`src/rtl/rom_hdr_pkg.sv`:
```
package rom_hdr_pkg;
  // Fixed header layout; neighbours and software decode these positions.
  localparam int ID_CRC_OFS = 0;
  localparam int UID_OFS    = 1;
  localparam int UID_BYTES  = 8;
  localparam int DCRC_OFS   = 9;
  localparam int DCRC_BYTES = 4;
  localparam int REV_OFS    = 13;
  localparam int LEN_OFS    = 14;

  localparam logic [7:0]  CRC8_POLY   = 8'h07;
  localparam logic [7:0]  CRC8_INIT   = 8'hFF;
  localparam logic [31:0] CRC32C_POLY = 32'h82F63B78;
  localparam logic [31:0] CRC32C_INIT = 32'hFFFF_FFFF;
endpackage

```
`src/rtl/rhc_crc_acc.sv`:
```
module rhc_crc_acc #(
  parameter int           W       = 8,
  parameter logic [W-1:0] POLY    = '0,
  parameter logic [W-1:0] INIT    = '1,
  parameter bit           REFLECT = 1'b0
) (
  input  logic         clk,
  input  logic         rst,
  input  logic         clear,
  input  logic         en,
  input  logic [7:0]   din,
  output logic [W-1:0] crc_q,
  output logic [W-1:0] crc_nx
);
  generate
    if (REFLECT) begin : g_lsb_first
      always_comb begin
        crc_nx = crc_q ^ W'(din);
        for (int k = 0; k < 8; k++)
          crc_nx = crc_nx[0] ? ((crc_nx >> 1) ^ POLY) : (crc_nx >> 1);
      end
    end else begin : g_msb_first
      always_comb begin
        crc_nx = crc_q ^ (W'(din) << (W - 8));
        for (int k = 0; k < 8; k++)
          crc_nx = crc_nx[W-1] ? ((crc_nx << 1) ^ POLY) : (crc_nx << 1);
      end
    end
  endgenerate

  always_ff @(posedge clk) begin
    if (rst || clear) crc_q <= INIT;
    else if (en)      crc_q <= crc_nx;
  end
endmodule

```
`src/rtl/rhc_field_cap.sv`:
```
module rhc_field_cap
  import rom_hdr_pkg::*;
#(
  parameter int IDX_W = 11
) (
  input  logic             clk,
  input  logic             rst,
  input  logic             take,
  input  logic [IDX_W-1:0] idx,
  input  logic [7:0]       din,
  output logic [7:0]       id_crc_b,
  output logic [63:0]      uid,
  output logic [31:0]      dcrc,
  output logic [7:0]       rev,
  output logic [7:0]       len_lo
);
  always_ff @(posedge clk) begin
    if (rst) begin
      id_crc_b <= '0;
      rev      <= '0;
      len_lo   <= '0;
    end else if (take) begin
      if (idx == IDX_W'(ID_CRC_OFS)) id_crc_b <= din;
      if (idx == IDX_W'(REV_OFS))    rev      <= din;
      if (idx == IDX_W'(LEN_OFS))    len_lo   <= din;
    end
  end

  genvar g;
  generate
    for (g = 0; g < UID_BYTES; g++) begin : g_uid
      logic [7:0] q;
      always_ff @(posedge clk) begin
        if (rst) q <= '0;
        else if (take && idx == IDX_W'(UID_OFS + g)) q <= din;
      end
      assign uid[8*g +: 8] = q;
    end
    for (g = 0; g < DCRC_BYTES; g++) begin : g_dcrc
      logic [7:0] q;
      always_ff @(posedge clk) begin
        if (rst) q <= '0;
        else if (take && idx == IDX_W'(DCRC_OFS + g)) q <= din;
      end
      assign dcrc[8*g +: 8] = q;
    end
  endgenerate
endmodule

```
`src/rtl/rom_hdr_check.sv`:
```
module rom_hdr_check
  import rom_hdr_pkg::*;
#(
  parameter  int LEN_BITS   = 10,
  parameter  int DATA_START = 13,
  parameter  int HDR_BYTES  = 22,
  localparam int SIZE_W     = $clog2((1 << LEN_BITS) + DATA_START)
) (
  input  logic                clk,
  input  logic                rst,
  input  logic                start,
  input  logic                byte_valid,
  input  logic [7:0]          byte_data,
  input  logic                exp_size_en,
  input  logic [SIZE_W-1:0]   exp_size,
  output logic                done,
  output logic                pass,
  output logic                err_id_crc,
  output logic                err_data_crc,
  output logic                err_size,
  output logic                err_short,
  output logic                rev_warn,
  output logic [63:0]         uid,
  output logic [LEN_BITS-1:0] data_len,
  output logic [SIZE_W-1:0]   total_size
);
  logic              busy;
  logic [SIZE_W-1:0] idx;
  logic              take;
  logic              id_bad;

  logic [7:0]  id_crc_b, rev_b, len_lo;
  logic [31:0] dcrc_stored;
  logic [7:0]  crc8_q, crc8_nx;
  logic [31:0] crc32_q, crc32_nx;

  logic [15:0]         len_word;
  logic [LEN_BITS-1:0] len_now;
  logic [SIZE_W-1:0]   total_now, total_sel;
  logic                at_len_hi, short_now, finish;
  logic                size_bad, data_bad;

  assign take = busy && byte_valid && !start;

  rhc_field_cap #(.IDX_W(SIZE_W)) u_fields (
    .clk(clk), .rst(rst), .take(take), .idx(idx), .din(byte_data),
    .id_crc_b(id_crc_b), .uid(uid), .dcrc(dcrc_stored),
    .rev(rev_b), .len_lo(len_lo)
  );

  rhc_crc_acc #(.W(8), .POLY(CRC8_POLY), .INIT(CRC8_INIT), .REFLECT(1'b0)) u_crc_id (
    .clk(clk), .rst(rst), .clear(start),
    .en(take && idx >= SIZE_W'(UID_OFS) && idx < SIZE_W'(UID_OFS + UID_BYTES)),
    .din(byte_data), .crc_q(crc8_q), .crc_nx(crc8_nx)
  );

  rhc_crc_acc #(.W(32), .POLY(CRC32C_POLY), .INIT(CRC32C_INIT), .REFLECT(1'b1)) u_crc_data (
    .clk(clk), .rst(rst), .clear(start),
    .en(take && idx >= SIZE_W'(DATA_START)),
    .din(byte_data), .crc_q(crc32_q), .crc_nx(crc32_nx)
  );

  // Length arrives in bytes 14/15; use it combinationally on byte 15.
  assign len_word  = {byte_data, len_lo};
  assign len_now   = len_word[LEN_BITS-1:0];
  assign total_now = SIZE_W'(len_now) + SIZE_W'(DATA_START);
  assign at_len_hi = (idx == SIZE_W'(LEN_OFS + 1));
  assign total_sel = at_len_hi ? total_now : total_size;
  assign short_now = at_len_hi && (total_now < SIZE_W'(HDR_BYTES));
  assign finish    = take && (idx >= SIZE_W'(LEN_OFS + 1)) &&
                     (short_now || idx == total_sel - SIZE_W'(1));
  assign size_bad  = exp_size_en && (exp_size != total_sel);
  assign data_bad  = !short_now && ((~crc32_nx) != dcrc_stored);

  always_ff @(posedge clk) begin
    if (rst) begin
      busy       <= 1'b0;
      idx        <= '0;
      id_bad     <= 1'b0;
      data_len   <= '0;
      total_size <= '0;
    end else if (start) begin
      busy   <= 1'b1;
      idx    <= '0;
      id_bad <= 1'b0;
    end else if (take) begin
      idx <= idx + SIZE_W'(1);
      if (idx == SIZE_W'(UID_OFS + UID_BYTES - 1))
        id_bad <= (crc8_nx != id_crc_b);
      if (at_len_hi) begin
        data_len   <= len_now;
        total_size <= total_now;
      end
      if (finish) busy <= 1'b0;
    end
  end

  always_ff @(posedge clk) begin
    if (rst || start) begin
      done         <= 1'b0;
      pass         <= 1'b0;
      err_id_crc   <= 1'b0;
      err_data_crc <= 1'b0;
      err_size     <= 1'b0;
      err_short    <= 1'b0;
      rev_warn     <= 1'b0;
    end else if (finish) begin
      done         <= 1'b1;
      err_id_crc   <= id_bad;
      err_data_crc <= data_bad;
      err_size     <= size_bad;
      err_short    <= short_now;
      rev_warn     <= (rev_b > 8'd1);
      pass         <= !(id_bad || data_bad || size_bad || short_now);
    end else begin
      done <= 1'b0;
    end
  end
endmodule

```
`config.mk`:
```
export PLATFORM = sky130hd
export DESIGN_NAME = rom_hdr_check
export DESIGN_NICKNAME = d
export VERILOG_FILES = /design/src/rtl/rom_hdr_pkg.sv /design/src/rtl/rhc_crc_acc.sv /design/src/rtl/rhc_field_cap.sv /design/src/rtl/rom_hdr_check.sv
export SDC_FILE = /design/constraint.sdc
export NUM_CORES = 1
export LEC_CHECK = 0
export ABC_AREA = 1
export CAP_MARGIN = 20
export CORE_MARGIN = 2
export CORE_UTILIZATION = 62
export CTS_CLUSTER_DIAMETER = 100
export CTS_CLUSTER_SIZE = 8
export DETAILED_ROUTE_END_ITERATION = 8
export PLACE_DENSITY = 0.86
export REMOVE_ABC_BUFFERS = 1
export SETUP_SLACK_MARGIN = 0.1
export SLEW_MARGIN = 15
export SYNTH_ARGS = -nofsm -noshare
export SYNTH_HDL_FRONTEND = slang
export SYNTH_SLANG_ARGS = --single-unit
```
`constraint.sdc`:
```
create_clock -name clk -period 6.95 [get_ports clk]
set_clock_uncertainty 0.05 [all_clocks]
set_input_delay 1.7375 -clock clk [delete_from_list [all_inputs] [get_ports clk]]
set_output_delay 1.7375 -clock clk [all_outputs]
set_load 0.02 [all_outputs]
```
# Word-level counts from Yosys, hierarchy flattened
# Cells that the tools add are included.
[word_totals]
regBits = 201
out_inout_bits = 92
elab_cells = 139
[classes]
n_addsub = 3
magnitude_cmp = 6
n_eq_ne = 19
n_mux = 21
bitwise = 20
n_reduce_logical = 41
[op_table]
columns = ["op", "count"]
rows = [
  ["$mux 32", 8],
  ["$not 16->17", 8],
  ["$eq 11x4->1 const B", 8],
  ["$eq 11x3->1 const B", 4],
  ["$ne 32x32->1", 1],
  ["$not 32->32", 1],
  ["$xor 32x8->32", 1],
  ["$mux 3", 8],
  ["$not 3->3", 8],
  ["$eq 11x2->1 const B", 2],
  ["$ge 11x4->1 const B", 2],
  ["$logic_and 1x1->1", 22],
  ["$reduce_and 2->1", 6],
  ["$add 10x4->11 const B", 1],
  ["$add 11x1->11 const B", 1],
  ["$eq 11x1->1 const B", 1],
  ["$eq 11x11->1", 1],
  ["$ge 11x1->1 const B", 1],
  ["$logic_not 11->1", 1],
  ["$lt 11x4->1 const B", 1],
  ["$lt 11x5->1 const B", 1],
  ["$mux 11", 1],
  ["$ne 11x11->1", 1],
  ["$sub 11x1->11 const B", 1],
  ["other kinds (10)", 20],
]

# Longest topological paths before layout
[logic_depth]
depth_word = 24
depth_mapped = 24
mapped_depth_nobuf = 24

# Hierarchy
# A second synthesis with hierarchy kept.
[unflattened]
hier_cells = 1807
hier_area_um2 = 11980.2
[modules_own_cells]
columns = ["module", "n_inst", "cells_each", "area_per_inst_um2", "seq_area_each_um2"]
rows = [
  ["rhc_field_cap", 1, 711, 5156.2, 2402.3],
  ["rom_hdr_check", 1, 536, 3375.7, 820.8],
  ["rhc_crc_acc (u_crc_data)", 1, 441, 2756.4, 640.6],
  ["rhc_crc_acc (u_crc_id)", 1, 119, 691.9, 160.2],
]

# Worst setup path before layout
# No wires, ideal clock.
[synth_timing]
kind = "input to register"
start = "in byte_data[0]"
end = "reg pass"
setup_ns = 0.132
arrival_ns = 3.563
t_required_ns = 6.768
slack_ns = 3.205
stages = 21
path_buffers = 2
path_cell_list = "buf_4 -> inv_4 -> nand2_1 -> nand2_2 -> buf_4 -> nand2_1 -> nand3_1 -> nand3_1 -> nand2_2 -> nand2_1 -> nand2_1 -> nand2_1 -> and2_1 -> nor2_1 -> nor2_1 -> nand2_1 -> nor2_1 -> nand3_1 -> nand2_1 -> nand2_1 -> a21oi_2"
[synth_between]
elab_chain_len = 21
[synth_rtl]
columns = ["element", "line", "text"]
rows = [
  ["start: declaration", "rom_hdr_check.sv:13", "input logic [7:0] byte_data,"],
  ["parallel branches: the longest is 21 deep, another holds $add 10x4->11", "n/a", ""],
  ["end signal: assignment", "rom_hdr_check.sv:114", "pass <= !(id_bad || data_bad || size_bad || short_now);"],
  ["end: declaration", "rom_hdr_check.sv:17", "output logic pass,"],
]
# Parallel ways; which one is timed is not known.
# A chain may end at the register's enable or synchronous reset.

# Final worst setup path
[layout_timing]
start = "in byte_data[1]"
end = "reg pass"
[layout_between]
elab_chain_len = 21
[layout_rtl]
columns = ["element"]
rows = [
  ["parallel branches: the longest is 21 deep, another holds $add 10x4->11"],
]
# Parallel ways; which one is timed is not known.

==> impl_metrics.csv <==
group,metric,value,unit
pwr,peakVddDrop,0.000174,V
pwr,switching_power,772,uW
placement,place_congestion,0.997,
grt,grt_pass1_vias,10002,
clock_tree,cts_buffers,17,
yosys,async_flop_share,0,%
pwr,p_clk_share,39.8,%
final_layout,multi_input_area,0.00594,mm^2
route,drt-wirelength-per-cell,16.7,um
pwr,p_comb_share,15.3,%
final_layout,nets,1711,
grt,overflow,0,
route,drc,0,
clock_tree,clock_latency,440,ps
route,dr.pass1.iters,6,
placement,dp_hpwl,22700,um
sta,hold_viol_final,0,
worst_setup_path,cp_common_cell,"nand2_1",
clock_tree,cts_root_buffer,"clkbuf_16",
yosys,yosysMostFrequentCell,"nand2_1",
final_layout,syn2layout_area_growth,16.7,%
pwr,finalPower,2.57,mW
worst_setup_path,cp-start-kind,"input port",
sta,slew_violations,0,
worst_setup_path,criticalPathCategory,"in2reg",
yosys,synth_cells,1608,
yosys,seq_area_frac_synth,36.9,%
placement,pre_cts_slack,1200,ps
die,core_region_area,0.0172,mm^2
yosys,yosysTopAreaCell,"dfxtp_1",
die,die_h,136,um
die,die_area,0.0186,mm^2
pwr,switching_share,30.0,%
clock_tree,hold_buffers,0,
yosys,ys_top_cells_by_count,"441 x nand2_1, 200 x dfxtp_1, 141 x inv_1, 141 x nand3_1, 136 x nor2_1",
sta,max-slew-margin-rel,33.5,%
die,ios,116,
status,status,"finished, final reports clean",
clock_tree,ctsResizeCount,0,
final_layout,n_fill_cell,1443,
route,drt-total-wl,32000,um
clock_tree,cts.sinks,200,
final_layout,diodes,0,
sta,worstMarginPinSlew,993,ps
pwr,internal-power,1.80,mW
sta,clock.fmax,183,MHz
yosys,yosys.area.top_type_share,36.9,%
placement,place_inst,1882,
route,via_per_inst,5.74,
sta,tns,0,ps
yosys,syn_area_per_cell,6.74,um^2
grt,grt_pass1_wl,50500,um
clock_tree,cts_max_level,4,
sta,fin_crit_sh,78.7,%
pwr,powerDensity,203,mW/mm^2
yosys,synth_edf_count,0,
final_layout,drive_above_1_share,5.55,%
yosys,synthTopCellsByArea,"dfxtp_1 37%, nand2_1 15%, nand3_1 6.5%",
grt,antenna_found_initial,0,
route,num_vias,11023,
clock_tree,cts_setup_buffers,0,
yosys,ys_ff_latch,200,
pwr,p_leak,5.66,nW
die,start_util,63.1,%
worst_setup_path,crit_chain,"clkdlybuf4s50_1 > inv_4 > nand2_1 > nand2_1 > nand2_1 > nand2_1 > nand2_1 > nand2_2 > inv_1 > nand2_1 > nand2_1 > nand2_1 > and2_1 > nor2_1 > nor2_1 > nand2_1 > nor2_1 > nand3_1 > nand2_1 > nand2_1 > a21oi_2",
worst_hold_path,hp-class,"reg2reg",
die,rows,48,
yosys,synth.cell_area,0.0108,mm^2
worst_setup_path,cp_max_fo,17,
sta,rsz0062_at_grt,"false",
sta,finalCriticalPeriod,5470,ps
worst_setup_path,crit_arrival,5780,ps
final_layout,seqCellArea,0.00400,mm^2
grt,grt_max_degree,48,
yosys,synth_ff_type,"dfxtp_1",
placement,placed_area,0.0120,mm^2
clock_tree,clk_pin_slew_worst_paths,80,ps
worst_setup_path,slowest_delay,740,ps
yosys,ys_warn_count,0,
final_layout,final_cell_count_no_fill,1919,
final_layout,fin_area,0.0127,mm^2
sta,setup_ws,1480,ps
die,die_w,136,um
grt,grt_use_total,34.7,%
route,drt_iter0_drc,1007,
yosys,synth.distinct_cells,47,
run,drv_cap,0,
route,ant_nets,0,
clock_tree,max-clock-path-buffers,2,
final_layout,fin_util,73.7,%
sta,fin_hold_ws,396,ps
worst_setup_path,end_kind,"register",
clock_tree,cts_tree,"yes",
placement,port_buffers,115,
worst_setup_path,slowest_stage,"clkdlybuf4s50_1",
worst_setup_path,required,7260,ps
sta,setup_viol,0,
pwr,pwr-share-seq,44.9,%
sequential cells by signal (all words and copies together) (netlist names), 7 cells and up:
| signal | count |
|---|---|
| u_fields.g_uid.q | 64 |
| u_crc_data.crc_q | 32 |
| u_fields.g_dcrc.q | 32 |
| idx | 11 |
| total_size | 11 |
| data_len | 10 |
| u_crc_id.crc_q | 8 |
| u_fields.id_crc_b | 8 |
| u_fields.len_lo | 8 |
| u_fields.rev | 7 |
kinds of logic after synthesis:
| family | share of synthesized area [%] |
|---|---|
| fa+ha+maj | 0.693 |
| compound gates | 16.6 |
| buf+inv | 8.33 |
| simple gates | 31.5 |
| flops | 36.9 |
| xor+xnor | 5.94 |
cells in the final DEF (no fill, tap or decap), types with 4 or more instances in the layout:
cell / n
nor3_1: 8
clkbuf_16: 17
clkdlybuf4s50_1: 114
xnor2_1: 21
or2_2: 4
o21ai_1: 4
inv_1: 140
o211ai_1: 21
nand3b_1: 16
inv_2: 4
nand2_2: 17
a21oi_1: 109
dfxtp_1: 200
ha_1: 6
clkinv_8: 4
nand3_1: 141
xor2_1: 50
nor2_2: 8
nand4_1: 12
o21ai_0: 105
nor2_1: 134
nand2_1: 441
a31oi_1: 4
a211oi_1: 55
buf_4: 11
critical path: cells and delay by family:
kind	cells	cell delay, ps
AND/OR/NAND/NOR	17	2550
buffers and inverters	3	1390
AO/OA/AOI/OAI	1	100
power by group through the flow:
stage | logic (mW) | registers, mW | clock network [mW]
floorplan | 0.262 | 1.19 | 0
global placement | 0.376 | 1.18 | 0
detailed placement | 0.383 | 1.18 | 0
CTS | 0.386 | 1.16 | 1.03
global route | 0.438 | 1.16 | 1.07
finish | 0.395 | 1.16 | 1.02
worst paths after layout:
path / slack, ps / from / end / cells past startpoint
setup / recovery: 1480 / byte_data[1] / pass$_SDFFE_PP0P_ / 21
hold reg to reg: 400 / u_fields.g_uid[5].q[6]$_SDFFE_PP0P_ / u_fields.g_uid[5].q[6]$_SDFFE_PP0P_ / 2
setup reg to reg: 3540 / u_crc_data.crc_q[1]$_SDFFE_PP1P_ / pass$_SDFFE_PP0P_ / 19
hold / removal: 400 / u_fields.g_uid[5].q[6]$_SDFFE_PP0P_ / u_fields.g_uid[5].q[6]$_SDFFE_PP0P_ / 2
metal layers:
metal,vias to the layer above,GRT usage [%],routed length [um]
met1,5006,44.1,13400
met3,85,5.97,2680
met5,-,0,0
met2,496,57.7,14800
met4,0,15.3,1150
li1,5436,-,-
cell type report:
type                       count  share of cell area [%]
clock buffer                  18                    3.47
clock inverter                14                    1.41
inverter                     150                    4.50
multi-input combinational   1185                    46.9
sequential                   200                    31.6
tap                          225                    2.22
timing repair buffer         127                    9.83
No activity file was read; power rests on OpenSTA's default activity.
